## config.mk

```make
export PLATFORM = sky130hd
export DESIGN_NAME = alarm_match_unit
export DESIGN_NICKNAME = d
export VERILOG_FILES = /design/src/rtl/alarm_pkg.sv /design/src/rtl/alarm_field_reg.sv /design/src/rtl/alarm_compare.sv /design/src/rtl/alarm_flag_ctrl.sv /design/src/rtl/alarm_match_unit.sv
export SDC_FILE = /design/constraint.sdc
export NUM_CORES = 1
export LEC_CHECK = 0
export BUFFER_PORTS_ARGS = -buffer_cell sky130_fd_sc_hd__clkbuf_2
export CORE_MARGIN = 5
export CORE_UTILIZATION = 49
export CTS_CLUSTER_DIAMETER = 50
export DETAILED_ROUTE_END_ITERATION = 7
export PLACE_DENSITY = 0.77
export SKIP_LAST_GASP = 1
export SLEW_MARGIN = 5
export SYNTH_ARGS = -nofsm -noshare
export SYNTH_HDL_FRONTEND = slang
export SYNTH_SLANG_ARGS = --single-unit
```

## constraint.sdc

```tcl
create_clock -name clk -period 1.7 [get_ports clk]
set_clock_uncertainty 0.15 [all_clocks]
set_input_delay 0.34 -clock clk [delete_from_list [all_inputs] [get_ports clk]]
set_output_delay 0.34 -clock clk [all_outputs]
set_load 0.01 [all_outputs]
```

## src/rtl/alarm_pkg.sv

```systemverilog
package alarm_pkg;
  localparam int unsigned NUM_FIELDS = 4;
  localparam int unsigned SEL_W      = $clog2(NUM_FIELDS);
  localparam int unsigned IDX_SEC    = 0;
  localparam int unsigned IDX_MIN    = 1;
  localparam int unsigned IDX_HOUR   = 2;
  localparam int unsigned IDX_DATE   = 3;
endpackage

```

## src/rtl/alarm_field_reg.sv

```systemverilog
module alarm_field_reg #(
  parameter int unsigned FIELD_W = 7
) (
  input  logic               clk,
  input  logic               rst,
  input  logic               wr_stb,
  input  logic               wr_mask,
  input  logic [FIELD_W-1:0] wr_val,
  input  logic               commit,
  output logic               act_mask,
  output logic [FIELD_W-1:0] act_val
);
  logic               stg_mask;
  logic [FIELD_W-1:0] stg_val;

  always_ff @(posedge clk) begin
    if (rst) begin
      stg_mask <= 1'b1;
      stg_val  <= '0;
    end else if (wr_stb) begin
      stg_mask <= wr_mask;
      stg_val  <= wr_val;
    end
  end

  always_ff @(posedge clk) begin
    if (rst) begin
      act_mask <= 1'b1;
      act_val  <= '0;
    end else if (commit) begin
      act_mask <= stg_mask;
      act_val  <= stg_val;
    end
  end

  // committed copy takes the staged value on commit, holds otherwise
  a_r3_commit_copies: assert property (@(posedge clk) disable iff (rst)
    commit |=> (act_val == $past(stg_val)) && (act_mask == $past(stg_mask)));
  a_r3_hold_without_commit: assert property (@(posedge clk) disable iff (rst)
    !commit |=> $stable(act_val) && $stable(act_mask));
endmodule

```

## src/rtl/alarm_compare.sv

```systemverilog
module alarm_compare
  import alarm_pkg::*;
#(
  parameter int unsigned FIELD_W = 7
) (
  input  logic [NUM_FIELDS-1:0]              mask,
  input  logic [NUM_FIELDS-1:0][FIELD_W-1:0] alarm_val,
  input  logic [NUM_FIELDS-1:0][FIELD_W-1:0] now_val,
  output logic                               hit
);
  logic [NUM_FIELDS-1:0] field_ok;
  logic                  enabled;

  for (genvar g = 0; g < NUM_FIELDS; g++) begin : g_field
    if (g == IDX_SEC) begin : g_always
      assign field_ok[g] = (alarm_val[g] == now_val[g]);
    end else begin : g_masked
      assign field_ok[g] = mask[g] | (alarm_val[g] == now_val[g]);
    end
  end

  assign enabled = ~&mask;
  assign hit     = enabled & (&field_ok);
endmodule

```

## src/rtl/alarm_flag_ctrl.sv

```systemverilog
module alarm_flag_ctrl (
  input  logic clk,
  input  logic rst,
  input  logic tick,
  input  logic hit,
  input  logic rd,
  input  logic irq_en,
  output logic flag,
  output logic irq
);
  logic set_evt;
  logic flag_d;

  assign set_evt = tick & hit;

  always_comb begin
    flag_d = flag;
    if (rd)      flag_d = 1'b0;
    if (set_evt) flag_d = 1'b1;
  end

  always_ff @(posedge clk) begin
    if (rst) begin
      flag <= 1'b0;
      irq  <= 1'b0;
    end else begin
      flag <= flag_d;
      irq  <= flag_d & irq_en;
    end
  end

  a_r7_set_on_match: assert property (@(posedge clk) disable iff (rst)
    (tick && hit) |=> flag);
  a_r7_no_set_without_tick: assert property (@(posedge clk) disable iff (rst)
    !tick |=> !$rose(flag));
  a_r9_read_clears: assert property (@(posedge clk) disable iff (rst)
    (rd && !(tick && hit)) |=> !flag);
  a_r10_sticky: assert property (@(posedge clk) disable iff (rst)
    (!rd && !(tick && hit)) |=> $stable(flag));
  a_r8_irq_needs_flag: assert property (@(posedge clk) disable iff (rst)
    irq |-> flag);
  a_r8_irq_gated: assert property (@(posedge clk) disable iff (rst)
    !irq_en |=> !irq);
endmodule

```

## src/rtl/alarm_match_unit.sv

```systemverilog
module alarm_match_unit
  import alarm_pkg::*;
#(
  parameter int unsigned FIELD_W = 7,
  localparam int unsigned DATA_W = FIELD_W + 1
) (
  input  logic               clk,
  input  logic               rst,
  input  logic               sec_tick,
  input  logic [FIELD_W-1:0] cur_sec,
  input  logic [FIELD_W-1:0] cur_min,
  input  logic [FIELD_W-1:0] cur_hour,
  input  logic [FIELD_W-1:0] cur_date,
  input  logic               wen_bit,
  input  logic               wr_en,
  input  logic [SEL_W-1:0]   wr_sel,
  input  logic [DATA_W-1:0]  wr_data,
  input  logic               irq_enable,
  input  logic               flags_rd,
  output logic               alarm_flag,
  output logic               alarm_irq
);
  logic                               wen_q;
  logic                               commit;
  logic [NUM_FIELDS-1:0]              act_mask;
  logic [NUM_FIELDS-1:0][FIELD_W-1:0] act_val;
  logic [NUM_FIELDS-1:0][FIELD_W-1:0] now_val;
  logic                               hit;

  always_ff @(posedge clk) begin
    if (rst) wen_q <= 1'b0;
    else     wen_q <= wen_bit;
  end

  assign commit = wen_q & ~wen_bit;

  assign now_val[IDX_SEC]  = cur_sec;
  assign now_val[IDX_MIN]  = cur_min;
  assign now_val[IDX_HOUR] = cur_hour;
  assign now_val[IDX_DATE] = cur_date;

  for (genvar g = 0; g < NUM_FIELDS; g++) begin : g_reg
    logic stb;
    assign stb = wr_en & wen_bit & (wr_sel == SEL_W'(g));
    alarm_field_reg #(.FIELD_W(FIELD_W)) u_field (
      .clk      (clk),
      .rst      (rst),
      .wr_stb   (stb),
      .wr_mask  (wr_data[DATA_W-1]),
      .wr_val   (wr_data[FIELD_W-1:0]),
      .commit   (commit),
      .act_mask (act_mask[g]),
      .act_val  (act_val[g])
    );
  end

  alarm_compare #(.FIELD_W(FIELD_W)) u_cmp (
    .mask      (act_mask),
    .alarm_val (act_val),
    .now_val   (now_val),
    .hit       (hit)
  );

  alarm_flag_ctrl u_flag (
    .clk    (clk),
    .rst    (rst),
    .tick   (sec_tick),
    .hit    (hit),
    .rd     (flags_rd),
    .irq_en (irq_enable),
    .flag   (alarm_flag),
    .irq    (alarm_irq)
  );

  // every field left out means the comparator never reports a hit
  a_r5_disabled_no_hit: assert property (@(posedge clk) disable iff (rst)
    (&act_mask) |-> !hit);
  // enabled alarm with a seconds mismatch never hits
  a_r6_seconds_checked: assert property (@(posedge clk) disable iff (rst)
    (act_val[IDX_SEC] != cur_sec) |-> !hit);
  // committed values move only after a write-enable fall
  a_r2_no_change_while_open: assert property (@(posedge clk) disable iff (rst)
    wen_bit |=> $stable(act_val));
endmodule

```

==> flow_summary.ini <==
[yosys]
ys_types = 19
yosys_warnings = 0
netlist_instances = 333
yosys.area.top_type = dfxtp_1
synth_top_cell_area_share_pct = 50.7
netlist_area_um2 = 2650
synth_area_leaders = dfxtp_1, nand2_1, a21oi_1
syn_nets = 378
syn_avg_cell_area_um2 = 7.95
synth-seq-cells = 67
ys_seq_area_share_pct = 50.7

[floorplan]
die_area_um2 = 6970
ios = 47
die_y_um = 83.5
die_w_um = 83.5
start_util_pct = 51.2
core_um2 = 5170
row_count = 26

[clock_network]
cts_tree = done
cts_buffers = 9
clock_latency_ns = 0.34
clockBufferDepth = 2
cts-root-buf = clkbuf_8
h-tree-depth = 3
clock-sinks = 67
hold_buffers = 0
clkTransAtPathRegs_ns = 0.06

[power]
cellPowerDensity_nw_per_um2 = 964
p_leak_nw = 1.27
clkPwrFrac_pct = 40.8
switching_share_pct = 22.7
ir_drop_mv = 0.614
p_int_mw = 2.42
p_total_mw = 3.13
seq_power_share_pct = 51.4
power.net_switching_mw = 0.710
combPwrFrac_pct = 7.8

[drt]
first_iter_violations = 128
drt_first_pass_iters = 4
finalWirelength_um = 6220
post_drt_wl_per_cell_um = 13.5
viasPerCell = 5.17
antenna_left = 0
routed-wl-met3_um = 361
drc = 0
met2WireLength_um = 3060
wl_met1_um = 2620
dr.max_layer_used = met4
vias = 2383

[global_route]
grt_max_degree = 33
grt_pass1_wl_um = 10500
grtUsageTotal_pct = 18.7
overflow = 0
antenna_found_initial = 0
grt_pass1_vias = 2277

[cells_and_area]
fin_cells = 461
drive_gt1_share_pct = 19.9
design_area_um2 = 3250
syn2layout_area_growth_pct = 22.7
fill_cells = 471
final_nets = 431
regArea_um2 = 1340
antennaDiodeCount = 0
fin_util_pct = 62.8
multi_input_area_um2 = 1260

[timing]
max_freq_mhz = 538
finalSetupViolations = 2
fin_crit_sh_pct = 109
hold_viol = 0
period_needed_ns = 1.86
maxSlewHeadroom_pct = 71.9
fin_tns_setup_ns = -0.303
whs_ns = 0.0753
rsz0062_at_grt = true
tightest_slew_ns = 0.422
final-max-slew-violation-count = 0
setup_ws_ns = -0.160

[status]
violations = negative setup slack
status = complete, but fails checks

[min_path]
min_path_cells = 3
min_to = u_flag.irq
min_from = irq_enable
hp-class = in2reg

[worst_setup_path]
arrival_ns = 1.99
worstReg2RegEnd = u_flag.irq
critPathKind = reg2reg
cpPeakStageDelay_ns = 0.53
r2r_start = g_reg[3].u_field.act_val[6]
rr_worst_depth = 5
rrSetupSlack_ns = -0.16
crit_required_ns = 1.83
cp_max_fo = 2
crit_chain = xor2_1 -> nor4_1 -> a41oi_1 -> or4_4 -> a21oi_1
critPathLaunchType = register
cp_slowest_cell = or4_4
cp-end-kind = register

[placed_design]
portBuffers = 46
placedCellCount = 445
pre_cts_slack_ns = -0.311
detailed_place_hpwl_um = 4460
gp_congestion = 0.838
placed_cell_area_um2 = 3040

[run]
drv_cap = 0
==> cells in the final DEF, fill, tap and decap left out, drive strengths merged <==
cell,Yosys,layout
clkinv,0,1
or3,2,2
nand4,2,2
clkbuf,17,60
a21oi,58,58
nor3,3,3
nand3,1,1
xor2,18,18
dfxtp,67,67
or4,1,1
bufinv,0,1
a41oi,3,3
xnor2,10,10
nor4,4,4
and4,1,1
nand2b,4,4
nand2,129,129
nand3b,8,8
nor2,2,2
buf,0,13
inv,1,1
nor2b,2,2
==> layout make-up <==
cell class / count / share of cell area [%]
clock buffers: 14 / 4.70
clock inverters: 2 / 1.08
inverters: 1 / 0.116
multi-input cells: 248 / 38.8
flip-flops and latches: 67 / 41.4
well taps: 70 / 2.70
repair buffers: 59 / 11.2
==> power groups by stage <==
stage | combinational [mW] | sequential [mW] | clock [mW]
2_1_floorplan | 0.113 | 1.64 | 0
3_3_place_gp | 0.237 | 1.64 | 0
3_5_place_dp | 0.240 | 1.64 | 0
4_1_cts | 0.244 | 1.61 | 1.30
5_1_grt | 0.269 | 1.61 | 1.36
6_report | 0.244 | 1.61 | 1.28
==> routing by layer <==
metal	track usage [%]	up-vias
li1	-	1196
met1	22.3	1111
met2	30.5	59
met3	5.53	17
met4	9.65	0
met5	0	-
==> logic make-up after synthesis <==
logic type	Yosys count	synth area share, %
AO/OA/AOI/OAI	61	12.0
AND/OR/NAND/NOR	159	25.5
flip-flops	67	50.7
buffers and inverters	18	2.55
XOR/XNOR	28	9.27
==> cell usage after synthesis <==
cell type  number
nand3_1         1
or3_1           2
inv_1           1
clkbuf_1       17
nand2b_1        4
and4_1          1
dfxtp_1        67
nor3_1          3
nand3b_1        8
xor2_1         18
nand4_1         2
a21oi_1        58
xnor2_1        10
a41oi_1         3
or4_1           1
nor4_1          4
nand2_1       129
nor2_1          2
nor2b_1         2
==> critical path, delay by kind of cell (launching register included) <==
family,cells,cell delay (ns)
simple gates,2,0.82
compound gates,2,0.35
flops,1,0.32
xor+xnor,1,0.15
==> worst max path at each step <==
stage,start,endpoint,slack [ns],cells past startpoint
after detailed placement,cur_hour[1],u_flag.flag,-0.31,6
after global routing,g_reg[3].u_field.act_val[6],u_flag.irq,-0.25,5
final,g_reg[3].u_field.act_val[6],u_flag.irq,-0.16,5
after CTS,g_reg[3].u_field.act_val[6],u_flag.flag,-0.18,5
after floorplan,cur_hour[1],u_flag.flag,0.008,5
after global placement,cur_hour[1],u_flag.irq,-0.29,6
==> flip-flops by register name, indices dropped and copies added, names as in the netlist <==
signal	flops
g.u_field.act_mask	4
g.u_field.act_val	28
g.u_field.stg_mask	4
g.u_field.stg_val	28
u_flag.flag	1
u_flag.irq	1
wen_q	1
==> what timing repair did <==
item	CTS	global route
pin swaps	5	1
gates resized for setup	1	5
endpoints found under the setup margin	2	2
setup buffers	0	0
(Power assumes the default switching activity.)
